<file path="src/rtl/irq_agg_pkg.sv">
package irq_agg_pkg;

  localparam int OFF_STATUS  = 'h04;
  localparam int OFF_ENABLE  = 'h08;
  localparam int OFF_DISABLE = 'h0C;
  localparam int OFF_MASK    = 'h10;

  typedef enum logic [1:0] {
    RD_NONE,
    RD_STATUS,
    RD_MASK
  } rdSelT;

  typedef struct packed {
    logic statusClr;
    logic maskSet;
    logic maskClr;
  } strobeT;

endpackage

</file>
<file path="src/rtl/irq_agg_ctrl.sv">
module irq_agg_ctrl
  import irq_agg_pkg::*;
#(
  parameter int ADDR_W = 8
) (
  input  logic              busWe,
  input  logic [ADDR_W-1:0] busAddr,
  output strobeT            strobes,
  output rdSelT             rdSel
);

  localparam logic [ADDR_W-1:0] A_STATUS  = ADDR_W'(OFF_STATUS);
  localparam logic [ADDR_W-1:0] A_ENABLE  = ADDR_W'(OFF_ENABLE);
  localparam logic [ADDR_W-1:0] A_DISABLE = ADDR_W'(OFF_DISABLE);
  localparam logic [ADDR_W-1:0] A_MASK    = ADDR_W'(OFF_MASK);

  always_comb begin
    strobes.statusClr = busWe && (busAddr == A_STATUS);
    strobes.maskSet   = busWe && (busAddr == A_ENABLE);
    strobes.maskClr   = busWe && (busAddr == A_DISABLE);
  end

  // Enable and disable are write-only, so they fall through to RD_NONE.
  always_comb begin
    unique case (busAddr)
      A_STATUS: rdSel = RD_STATUS;
      A_MASK:   rdSel = RD_MASK;
      default:  rdSel = RD_NONE;
    endcase
  end

endmodule

</file>
<file path="src/rtl/irq_agg_datapath.sv">
module irq_agg_datapath
  import irq_agg_pkg::*;
#(
  parameter int                NUM_SRC     = 7,
  parameter int                DATA_W      = 32,
  parameter logic [NUM_SRC-1:0] STICKY_MASK = 7'b1000011
) (
  input  logic               clk,
  input  logic               rstN,
  input  logic [NUM_SRC-1:0] srcIn,
  input  strobeT             strobes,
  input  rdSelT              rdSel,
  input  logic [DATA_W-1:0]  wdata,
  output logic [NUM_SRC-1:0] statusVis,
  output logic [NUM_SRC-1:0] maskQ,
  output logic [DATA_W-1:0]  rdata,
  output logic               irqQ
);

  localparam int PAD_W = DATA_W - NUM_SRC;

  logic [NUM_SRC-1:0] wbits;
  logic [NUM_SRC-1:0] clrVec;
  logic [NUM_SRC-1:0] setVec;
  logic [NUM_SRC-1:0] offVec;
  logic               unusedWdataHi;

  assign wbits         = wdata[NUM_SRC-1:0];
  assign unusedWdataHi = ^wdata[DATA_W-1:NUM_SRC];
  assign clrVec        = strobes.statusClr ? wbits : '0;
  assign setVec        = strobes.maskSet   ? wbits : '0;
  assign offVec        = strobes.maskClr   ? wbits : '0;

  for (genvar i = 0; i < NUM_SRC; i++) begin : g_bit
    if (STICKY_MASK[i]) begin : g_sticky
      logic flagQ;
      // A pulse in the same cycle as a clear keeps the bit set.
      always_ff @(posedge clk) begin
        if (!rstN) flagQ <= 1'b0;
        else       flagQ <= (flagQ & ~clrVec[i]) | srcIn[i];
      end
      assign statusVis[i] = flagQ;
    end else begin : g_live
      assign statusVis[i] = srcIn[i];
    end
  end

  always_ff @(posedge clk) begin
    if (!rstN) maskQ <= '0;
    else       maskQ <= (maskQ | setVec) & ~offVec;
  end

  always_ff @(posedge clk) begin
    if (!rstN) irqQ <= 1'b0;
    else       irqQ <= |(statusVis & maskQ);
  end

  always_comb begin
    unique case (rdSel)
      RD_STATUS: rdata = {{PAD_W{1'b0}}, statusVis};
      RD_MASK:   rdata = {{PAD_W{1'b0}}, maskQ};
      default:   rdata = '0;
    endcase
  end

endmodule

</file>
<file path="src/rtl/irq_aggregator.sv">
module irq_aggregator
  import irq_agg_pkg::*;
#(
  parameter int                NUM_SRC     = 7,
  parameter int                ADDR_W      = 8,
  parameter int                DATA_W      = 32,
  parameter logic [NUM_SRC-1:0] STICKY_MASK = 7'b1000011
) (
  input  logic               clk,
  input  logic               rstN,
  input  logic [NUM_SRC-1:0] srcIn,
  input  logic               busWe,
  input  logic [ADDR_W-1:0]  busAddr,
  input  logic [DATA_W-1:0]  busWdata,
  output logic [DATA_W-1:0]  busRdata,
  output logic               irqOut
);

  strobeT             strobes;
  rdSelT              rdSel;
  logic [NUM_SRC-1:0] statusVis;
  logic [NUM_SRC-1:0] maskQ;

  irq_agg_ctrl #(.ADDR_W(ADDR_W)) u_ctrl (
    .busWe   (busWe),
    .busAddr (busAddr),
    .strobes (strobes),
    .rdSel   (rdSel)
  );

  irq_agg_datapath #(
    .NUM_SRC     (NUM_SRC),
    .DATA_W      (DATA_W),
    .STICKY_MASK (STICKY_MASK)
  ) u_dp (
    .clk       (clk),
    .rstN      (rstN),
    .srcIn     (srcIn),
    .strobes   (strobes),
    .rdSel     (rdSel),
    .wdata     (busWdata),
    .statusVis (statusVis),
    .maskQ     (maskQ),
    .rdata     (busRdata),
    .irqQ      (irqOut)
  );

endmodule

</file>
<file path="config.mk">
export PLATFORM = sky130hd
export DESIGN_NAME = irq_aggregator
export DESIGN_NICKNAME = d
export VERILOG_FILES = /design/src/rtl/irq_agg_pkg.sv /design/src/rtl/irq_agg_ctrl.sv /design/src/rtl/irq_agg_datapath.sv /design/src/rtl/irq_aggregator.sv
export SDC_FILE = /design/constraint.sdc
export NUM_CORES = 1
export LEC_CHECK = 0
export BUFFER_PORTS_ARGS = -buffer_cell sky130_fd_sc_hd__buf_2
export CAP_MARGIN = 20
export CORE_ASPECT_RATIO = 1.25
export CORE_MARGIN = 2
export CORE_UTILIZATION = 30
export CTS_CLUSTER_DIAMETER = 50
export CTS_CLUSTER_SIZE = 10
export DETAILED_ROUTE_END_ITERATION = 12
export PLACE_DENSITY = 0.75
export SYNTH_ARGS = -nofsm -noshare
export SYNTH_HDL_FRONTEND = slang
export SYNTH_SLANG_ARGS = --single-unit
</file>
<file path="constraint.sdc">
create_clock -name clk -period 1.7 [get_ports clk]
set_input_delay 0.085 -clock clk [delete_from_list [all_inputs] [get_ports clk]]
set_output_delay 0.085 -clock clk [all_outputs]
set_load 0.005 [all_outputs]
</file>
==> results.txt, run 1 <==
Timing would allow up to 615 MHz. For the finished layout, the period the worst path requires is 1630 ps. The number of register bits inferred by synthesis was 11. The reg-to-reg critical path startpoint was u_dp.maskQ[4]. Critical path class: in2out. For this run, the detailed router's first-pass iteration total came to 4. The number of buffers added on ports was 32. At the worst endpoint, the arrival time is 1540 ps. The count of pins over their slew limit was 0; the area share of fa/ha/maj cells after synthesis was 2.65%. The synthesized netlist devotes 22.5% of its cell area to simple gates. The number of different library cells used by synthesis comes to 25.

The routed layout has 902 vias. TritonCTS built the clock tree. Counting the buffers created by CTS gives 3.

Measured along the x axis, the die boundary spans 54.2 um. The total number of yosys warnings is 0. Counting cells, the worst reg-to-reg path comes to 2. For this block, the initial DRC count from the detailed router was 11.

The largest family of logic cells by synthesized area was buffers and inverters. Period utilization: 95.7%. The hold-critical path depth works out to 2. The worst hold endpoint is u_dp.g_bit[6].g_sticky.flagQ. The number of sinks on the clock net is 11. Using the TritonRoute via totals, the vias-per-cell ratio works out to 4.70.

The run gives 2970 um2 as the core area. In the final layout, the share of cells above drive strength 1 is 35.3%. The clock skew was 0.858 ps. The total wire length after detailed routing is 2090 um. Leaving out fill and tap cells, the most frequent cell in the layout is sky130_fd_sc_hd__buf_2. Critical hold path startpoint: busWdata[6]. The tightest min-delay check is of the in2reg type. The logs give -87.7 ps for the worst setup slack before clock tree synthesis and 0 ps for the post-route setup TNS. The post-synthesis mux area share is 0%. In this run switching power makes up 27.0% of total power. The routed length per instance is 10.9 um, and the sequential cell area fraction in the yosys report is 23.3%. For this design, the CTS-stage hold fixing added 0 buffers. For the number of max-capacitance violations reported, the log shows 0. The worst-case IR drop observed on VDD is 0.000218 V. After clock tree synthesis, the clock-pin slew on the worst setup and hold paths is 70 ps. The tools report the worst-case setup margin in the final layout as 73.1 ps.

Gates resized during post-CTS repair numbered 2. The required arrival time at the worst endpoint is 1620 ps, and the post-synthesis instance total is 120. From bottom edge to top edge, the die measures 66.8 um. At the end of the flow, the number of nets in the layout was 209. The run finished with clean final reports. Pin count of the biggest net entering global routing: 12. The top cell types in the final layout, fill and taps aside, are sky130_fd_sc_hd__buf_2, sky130_fd_sc_hd__conb_1, sky130_fd_sc_hd__inv_1. The tools report the endpoint kind of the worst setup timing path as an output port. The tools report the sequential group share of total power as 49.5%. End of the worst register-to-register path: u_dp.irqQ.

The run gives 31.8% as the starting utilization of the core area. The power density of the placed cells works out to 484 nW/um2. The total standard cell area after synthesis was 946 um2; the xor and xnor area share after synthesis was 0%. The detail route stage leaves a number of antenna-violating nets equal to 0. The detailed-route DRC error count was 0; the average cell area after synthesis was 7.88 um2. The overall routing resource usage was 11.9%; the number of cell rows was 22. Master cell of the clock root buffer: sky130_fd_sc_hd__clkbuf_4. For this design the top-level I/O count stands at 83.

The logs give 0 for the number of failing hold endpoints at the final stage and 32.1% for the clock share of power. The initial antenna violation count is 0, and the static leakage is 0.455 nW. Along the worst path, the maximum fanout reaches 7.

Internal power comes to 0.394 mW. Counting along the longest clock path gives a buffer depth of 2. The number of global-route vias before repair is 701, and the floorplan die area is 3620 um2.

The run gives 0 as the total global routing overflow. The analysis attributes to net switching a power of 0.145 mW. The first global-routing pass estimated 3130 um of wire.

In this run, the combinational gates consume 18.4% of the power. The synthesis-to-finish area growth is 17.7%. STA classifies the critical path startpoint as an input pin. Setup violations remaining at the end of the flow were counted as 0. The logs give 1 for the number of H-tree levels and 0.711 for the final weighted congestion in routability-driven placement. The worst register-to-register path has a setup slack of 700 ps. The post-CTS setup repair buffer count was 0. The placed wire-length estimate after detailed placement came out at 1690 um. For the clock latency on the worst-skew pair, the log shows 260 ps. Summing the areas of all compound-gate instances in the mapped netlist gives 22.5% of the synthesized area. 0 antenna diodes ended up in the layout.
==> power groups by stage <==
stage	clock, mW	combinational [mW]	sequential [mW]
3_5_place_dp	0	0.0970	0.272
5_1_grt	0.199	0.113	0.267
4_1_cts	0.178	0.0984	0.266
6_report	0.173	0.0992	0.267
3_3_place_gp	0	0.0960	0.272
2_1_floorplan	0	0.0931	0.271
==> per-layer routing <==
| layer | wire length, um | up-vias | global-route usage [%] |
|---|---|---|---|
| met1 | 891 | 404 | 14.1 |
| met2 | 987 | 43 | 19.3 |
| met3 | 157 | 5 | 1.79 |
| li1 | - | 450 | - |
| met4 | 51 | 0 | 7.50 |
| met5 | 0 | - | 0 |
==> flip-flops by register name, summed over array words and instances (netlist names) <==
signal                     flops
u_dp.irqQ                      1
u_dp.maskQ                     7
u_dp.g_bit.g_sticky.flagQ      3
==> Yosys cell counts (all sizes together) <==
cell type   n  area [um2]
nor2       10        45.0
nor3        9        91.3
dfxtp      11         220
a211oi      7        52.6
ha          2        25.0
a41oi       3        26.3
conb        1        3.75
a22oi       9        67.6
nand3       7        35.0
nor2b       1        6.26
clkbuf      2        7.51
inv        13        48.8
nand4       2        12.5
o21ai      10        50.1
buf        28         215
a31oi       1        6.26
nor4        1        6.26
a222oi      1        10.0
or4b        1        10.0
or3         1        6.26
==> per-stage QoR <==
step	hold WS [ps]	cells	power (mW)	cell area [um2]	util, %
CTS	47.8	192	0.543	1100	36.9
global route	33.8	192	0.579	1110	37.5
finish	50.4	192	0.539	1110	37.5
global placement	329	188	0.368	1060	35.8
detailed placement	329	188	0.369	1060	35.8
floorplan	207	144	0.365	1040	-
==> worst max-delay path by stage <==
stage | from | end | slack (ps) | cells after the start
finish | busAddr[4] | busRdata[1] | 70 | 8
CTS | busAddr[4] | busRdata[5] | 30 | 8
detailed placement | busAddr[4] | busRdata[5] | -90 | 8
floorplan | busAddr[4] | busRdata[1] | 160 | 7
global route | busAddr[4] | busRdata[4] | -0.6 | 8
global placement | busAddr[4] | busRdata[5] | -80 | 8
==> worst max-delay path, stage by stage <==
cell	delay, ps
sky130_fd_sc_hd__buf_2	100
sky130_fd_sc_hd__or4b_4	550
sky130_fd_sc_hd__nor3_4	170
sky130_fd_sc_hd__inv_2	80
sky130_fd_sc_hd__ha_4	190
sky130_fd_sc_hd__a22oi_1	180
sky130_fd_sc_hd__nor2_1	60
sky130_fd_sc_hd__buf_2	120
==> kinds of logic (layout without fill, tap and decap cells) <==
kind of cell / count (synthesis) / after routing
simple gates: 32 / 32
compound gates: 31 / 31
flops: 11 / 11
other cells: 1 / 25
fa+ha+maj: 2 / 2
buf+inv: 43 / 55
==> area by class of cell <==
cell class	instances	area, um2
Clock buffer	4	26.3
Timing Repair Buffer	38	205
Inverter	13	48.8
Tap cell	36	45.0
Multi-Input combinational cell	90	568
Fill cell	341	1860
Sequential cell	11	220
No activity file was read; power rests on OpenSTA's default activity.
==> inputs of run 2 (changes only) <==
Settings changed: ABC_AREA set to 1, PLACE_DENSITY 0.75 to 0.77, RECOVER_POWER set to 25.
==> results.txt, run 2 <==
In the layout the commonest cells are sky130_fd_sc_hd__buf_2, sky130_fd_sc_hd__nand2_1, sky130_fd_sc_hd__conb_1. The run gives 2 as the maximum buffer depth of the clock tree. The tools report the number of max-capacitance violations reported as 0. Compared with the post-synthesis result, the final layout area differs by 14.8%. Master cell of the clock root buffer: sky130_fd_sc_hd__clkbuf_4.

The run finished with clean final reports. The count of pins over their slew limit was 0; the fraction of layout instances using a drive strength above 1 was 22.5%. After synthesis, the most frequently instantiated cells are sky130_fd_sc_hd__nand2_1, sky130_fd_sc_hd__buf_4, sky130_fd_sc_hd__inv_1, sky130_fd_sc_hd__nor2_1.

The number of flops mapped to enable cells by yosys is 0, and the share of the synthesized area in the top cell type is 24.9%. The horizontal die dimension was 52.6 um; the clock edge transition at the registers on the reported setup and hold paths was 70 ps. The endpoint kind of the worst setup timing path was an output port.

Timing would allow up to 702 MHz. Setup violations remaining at the end of the flow were counted as 0. Summed over all layers, the global routing overflow is 0. Summing the areas of all xor and xnor instances in the mapped netlist gives 0% of the synthesized area. After clock tree synthesis, the setup repair step added 0 buffers. The wire length of the first global-routing pass was 3090 um; the total length of routed met3 wires was 165 um. TritonCTS built the clock tree. The repair_antennas step left the layout with diodes totalling 0.

The number of global-route vias before repair is 781, and the period utilization is 83.8%. For the starting utilization of the core area, the log shows 30.6%. Summing the sequential cell areas from Yosys gives 24.9% of the chip area.

The routed length per instance is 9.11 um. The largest total area in the synthesized netlist belongs to sky130_fd_sc_hd__dfxtp_1. Most common library cell in the layout ignoring fill and taps: sky130_fd_sc_hd__buf_2.

By instance count, the leading cell after synthesis is sky130_fd_sc_hd__nand2_1. Detailed route wirelength on metal2: 890 um. The average cell area after synthesis works out to 6.42 um2.

After routing, the total negative slack on setup checks comes to 0 ps. After detailed routing, the total wire length is 1900 um. The area share of fa/ha/maj cells after synthesis came out at 2.82%.

Top register by number of flip-flops: u_dp.maskQ. The highest layer touched by signal routing is met4. Across the VDD grid, the largest voltage drop is 0.000385 V. Main flop type after synthesis: sky130_fd_sc_hd__dfxtp_1. The maximum fanout along the worst path is 7, and the arrival time reported for the critical path endpoint is 1340 ps. The run gives 11 as the number of sinks on the clock net. The worst path in the final design needs a cycle of 1430 ps, including I/O delays and setup. The static leakage was 0.516 nW; the total standard cell area after synthesis was 886 um2. The number of buffers created by CTS came out at 3. Data on the critical path is required at its endpoint by 1620 ps. The die is 64.8 um tall.

The tools report the violation count after the first detailed-route iteration as 12. The filler cells instantiated in the layout total 335. Largest family of logic cells by synthesized area: buffers and inverters. In the synthesized netlist, the number of instances is 138.

The post-synthesis mux area share was 0%; the total number of vias was 870. The core region is 2890 um2. The tools report the remaining number of nets flagged by the antenna check after routing as 0. In this run, post-CTS hold repair placed 0 buffers.

The number of H-tree levels came out at 1. Setup repair after global routing left no endpoint under its margin. For this run, the number of Yosys warnings is 0. The register with the most flip-flops in the layout has 7 of them. The number of unique standard cell types used by synthesis is 15.

The congestion estimate from routability-driven global placement came to 0.750. The worst setup path is of the in2out kind. For this block, wires on met1 add up to 790 um.

The run gives 4 as the iteration count of the initial detailed-routing pass. STA classifies the critical path startpoint as an input pin. Entering global routing, the biggest net connects 9 pins. After synthesis, the share of flip-flops with an asynchronous set or reset is 0%. The number of failing hold endpoints at the final stage is 0, and the floorplan die area is 3410 um2. Buffers placed on the I/O ports in this run total 32. The synthesized netlist devotes 16.9% of its cell area to compound gates.

The run gives 1560 um as the placed wire-length estimate after detailed placement. The number of nets in the layout is 226. Of the total synthesized cell area, the portion taken by AND, OR, NAND and NOR gates is 24.4%.

The number of gates resized after CTS was 0. The path class of the tightest hold or removal check is in2reg. Counting flops and latches in the post-synthesis netlist gives 11.

The power density of the placed cells was 519 nW/um2; the overall routing resource usage was 12.3%. The initialized floorplan defines 22 standard-cell rows. The largest registers in the layout are u_dp.maskQ (7), u_dp.g_bit.g_sticky.flagQ (3), u_dp.irqQ (1). On the final layout, the worst hold slack is 32.2 ps.

The later pin in the worst-skew pair is clocked with a latency of 280 ps. The initial antenna violation count is 0. 83 I/O pins were placed.

For this run, design rule violations remaining after detail routing come to 0. On the final layout, the worst clock skew is 2.85 ps. In the post-synthesis netlist, the biggest area contributors are sky130_fd_sc_hd__dfxtp_1, sky130_fd_sc_hd__buf_4, sky130_fd_sc_hd__nand2_1.

The via density per instance was 4.16.
run 2: cell families after synthesis:
kind of cell	Yosys count
compound gates	26
other cells	1
simple gates	51
buf+inv	47
flops	11
fa+ha+maj	2
run 2: cell type report:
class                      count  area (um2)  area share, %
timing repair buffer          32         160           15.7
sequential                    11         220           21.6
tap                           36        45.0           4.43
inverter                      22        82.6           8.12
clock buffer                   4        26.3           2.58
multi-input combinational    104         483           47.5
run 2: final timing paths:
check / startpoint / endpoint / slack [ps] / cells after the start
min reg2reg: u_dp.g_bit[1].g_sticky.flagQ / u_dp.g_bit[1].g_sticky.flagQ / 480 / 2
min: srcIn[1] / u_dp.g_bit[1].g_sticky.flagQ / 30 / 3
max: busAddr[7] / busRdata[1] / 270 / 8
max reg2reg: u_dp.maskQ[3] / u_dp.irqQ / 870 / 4
run 2: critical path, cell delays in order:
cell,delay [ps]
sky130_fd_sc_hd__buf_2,90
sky130_fd_sc_hd__nor2_1,130
sky130_fd_sc_hd__nand2_1,110
sky130_fd_sc_hd__nor2_2,200
sky130_fd_sc_hd__ha_1,320
sky130_fd_sc_hd__nand2_1,80
sky130_fd_sc_hd__a21oi_1,180
sky130_fd_sc_hd__buf_2,140
run 2: metrics by stage:
step	setup WS, ps	utilization, %	cell area [um2]	total power, mW	instances
after floorplan	681	-	976	0.350	162
after global placement	295	34.4	993	0.346	205
after detailed placement	288	34.4	993	0.348	205
after CTS	286	35.3	1020	0.537	209
after global routing	79.8	35.2	1020	0.561	209
final	275	35.2	1020	0.528	209
run 2: report_power, final:
part | internal (mW) | total [mW] | switching (mW)
Clock | 0.0912 | 0.186 | 0.0950
Combinational | 0.0298 | 0.0750 | 0.0452
Sequential | 0.263 | 0.267 | 0.00417
Total | 0.384 | 0.528 | 0.144
run 2: metal layers:
metal | GRT usage [%] | vias up
li1 | - | 445
met3 | 3.92 | 7
met1 | 13.5 | 375
met5 | 0 | -
met4 | 7.69 | 0
met2 | 19.8 | 43
==> inputs of run 3 (changes only) <==
Clock period 1.7 ns to 1.46 ns, I/O delays scaled along.
==> results.txt, run 3 (same netlist as run 2, synthesis figures left out) <==
The flow ran to the end, and the final reports show no timing, DRC or antenna violations. For the count of pins over their slew limit, the log shows 0. The number of flip-flops under the largest register name is 7, and the share of the core filled with cells in the final layout is 35.5%.

After layout, the worst path uses 90.0% of the clock period. TritonCTS built the clock tree. From left edge to right edge, the die measures 52.6 um. After layout, the minimum clock period comes to 1310 ps. Master cell of the clock root buffer: sky130_fd_sc_hd__clkbuf_4. The endpoint kind of the worst setup timing path was an output port. The analysis attributes to cell leakage a power of 0.513 nW. Maximum clock rate: 761 MHz. The setup violation total in the final timing report is 0, and the remaining number of nets flagged by the antenna check after routing is 0. Kind of cell adding the most delay to the critical path: simple AND/OR/NAND/NOR gates. Peak ir drop on the vdd network: 0.000450 V. The path type of the worst min-delay path was in2reg. The iteration count of the initial detailed-routing pass is 4.

The run gives 0 as the number of failing hold endpoints at the final stage. In the layout the commonest cells are sky130_fd_sc_hd__buf_2, sky130_fd_sc_hd__nand2_1, sky130_fd_sc_hd__conb_1. The tools report the pin count of the biggest net entering global routing as 9. The category of the worst setup path launch point is an input pin. For the number of max-capacitance violations reported, the log shows 0. The register with the most flip-flops in the final layout is u_dp.maskQ.

After detailed routing, the number of remaining DRC violations is 0. The slowest cell on the critical path was sky130_fd_sc_hd__ha_2. For the floorplan die area, the log shows 3410 um2. Setup repair after global routing could not meet its margin everywhere. After the last flow step, the layout net total stands at 226.

For the quantity of hold-fixing buffers added after cts, the log shows 0. The clock latency on the worst-skew pair is 280 ps. The final layout contains routed wiring with a total length of 1910 um. The wire length of the first global-routing pass is 3090 um, and the count of buffer and inverter cells on the critical path is 2. Using the TritonRoute via totals, the vias-per-cell ratio works out to 4.17. For the number of global-route vias before repair, the log shows 781. The maximum fanout along the worst path is 7, and the post-route setup TNS is 0 ps. Leaving out fill and tap cells, the most frequent cell in the layout is sky130_fd_sc_hd__buf_2. The largest registers in the layout are u_dp.maskQ (7), u_dp.g_bit.g_sticky.flagQ (3), u_dp.irqQ (1). The tools report the maximum buffer depth of the clock tree as 2. The initial utilization of the core area, before any placement, comes to 30.6%. Summed over all layers, the global routing overflow is 0. The core region is 2890 um2. The number of H-tree levels is 1, and the violation count after the first detailed-route iteration is 14. Data on the critical path arrives at its endpoint at 1240 ps. The post-route netlist has 24.3% of its cells at a drive strength greater than 1. The number of buffers created by CTS came out at 3.

The logs give 1560 um for the placed wire-length estimate after detailed placement and 872 for the total number of vias. The clock edge transition at the registers on the reported setup and hold paths came out at 70 ps. Walking the worst path, the cells encountered are buf_2 -> nor2_2 -> nand2_1 -> nor2_2 -> ha_2 -> nand2_1 -> a21oi_1 -> buf_2.

The synthesis-to-finish area growth came out at 15.7%. The number of placed I/O pins was 83; the clock skew was 3.12 ps. The largest single stage delay on the critical path is 280 ps. The overall routing resource usage is 12.3%.

The floorplan has 22 rows. The congestion estimate from routability-driven global placement came to 0.750. After detailed routing, the average wire length per cell comes to 9.12 um.

The logs give 0 for the initial antenna violation count and 11 for the number of sinks on the clock net. The repair_antennas step left the layout with diodes totalling 0. The die is 64.8 um tall.

The critical path class is in2out. Number of buffers added on ports: 32. The power density of the placed cells is 601 nW/um2, and the required arrival time at the worst endpoint is 1390 ps.
-- run 3: changes by cell type in the layout (fill, tap and decap cells not counted) --
cell,change
sky130_fd_sc_hd__nor2_1,-1
sky130_fd_sc_hd__ha_2,+2
sky130_fd_sc_hd__nor2_2,+1
sky130_fd_sc_hd__ha_1,-2
-- run 3: metrics by stage --
stage	area (um2)	power (mW)	hold WS (ps)	worst slack, ps	instances
finish	1020	0.616	20.3	146	209
floorplan	976	0.408	207	465	162
CTS	1020	0.625	18.4	70.0	209
global route	1020	0.655	28.0	-2.49	209
global placement	993	0.403	315	79.3	205
detailed placement	993	0.406	318	71.7	205
-- run 3: timing repair --
| action | 4_1_cts | 5_1_grt |
|---|---|---|
| gates resized for setup | 0 | 2 |
| setup buffers | 0 | 0 |
| setup endpoints to repair | 0 | 7 |
| endpoints found under the hold margin | 0 | 0 |
-- run 3: worst reg2reg max path, delay by kind of cell, from the launching register on --
kind / cells / cell delay [ps]
flip-flops: 1 / 330
AO/OA/AOI/OAI: 2 / 270
AND/OR/NAND/NOR: 2 / 110
-- run 3: area by class of cell --
type | count | area, um2
clock buffers | 4 | 26.3
multi-input cells | 104 | 490
well taps | 36 | 45.0
flip-flops and latches | 11 | 220
repair buffers | 32 | 160
fillers | 333 | 1870
inverters | 22 | 82.6
-- run 3: path summary, 6_finish.rpt --
path	start	endpoint	slack [ps]	cells after the start
worst min register to register	u_dp.maskQ[4]	u_dp.irqQ	490	2
worst max register to register	u_dp.g_bit[0].g_sticky.flagQ	u_dp.irqQ	630	4
worst max-delay path	busAddr[7]	busRdata[1]	150	8
worst min-delay path	srcIn[1]	u_dp.g_bit[1].g_sticky.flagQ	20	3
-- run 3: metal layers --
layer	vias to the layer above	GRT usage [%]	routed length (um)	part of all wire, %
met3	7	3.92	168	8.8
met1	377	13.5	785	41
met4	0	7.69	55	2.9
li1	445	-	-	-
met2	43	19.8	898	47
met5	-	0	0	0
-- run 3: where the power goes --
group	leakage, nW	internal [mW]	switching (mW)	total (mW)
Combinational	0.409	0.0351	0.0531	0.0882
Sequential	0.0896	0.306	0.00496	0.311
Clock	0.0150	0.106	0.111	0.217
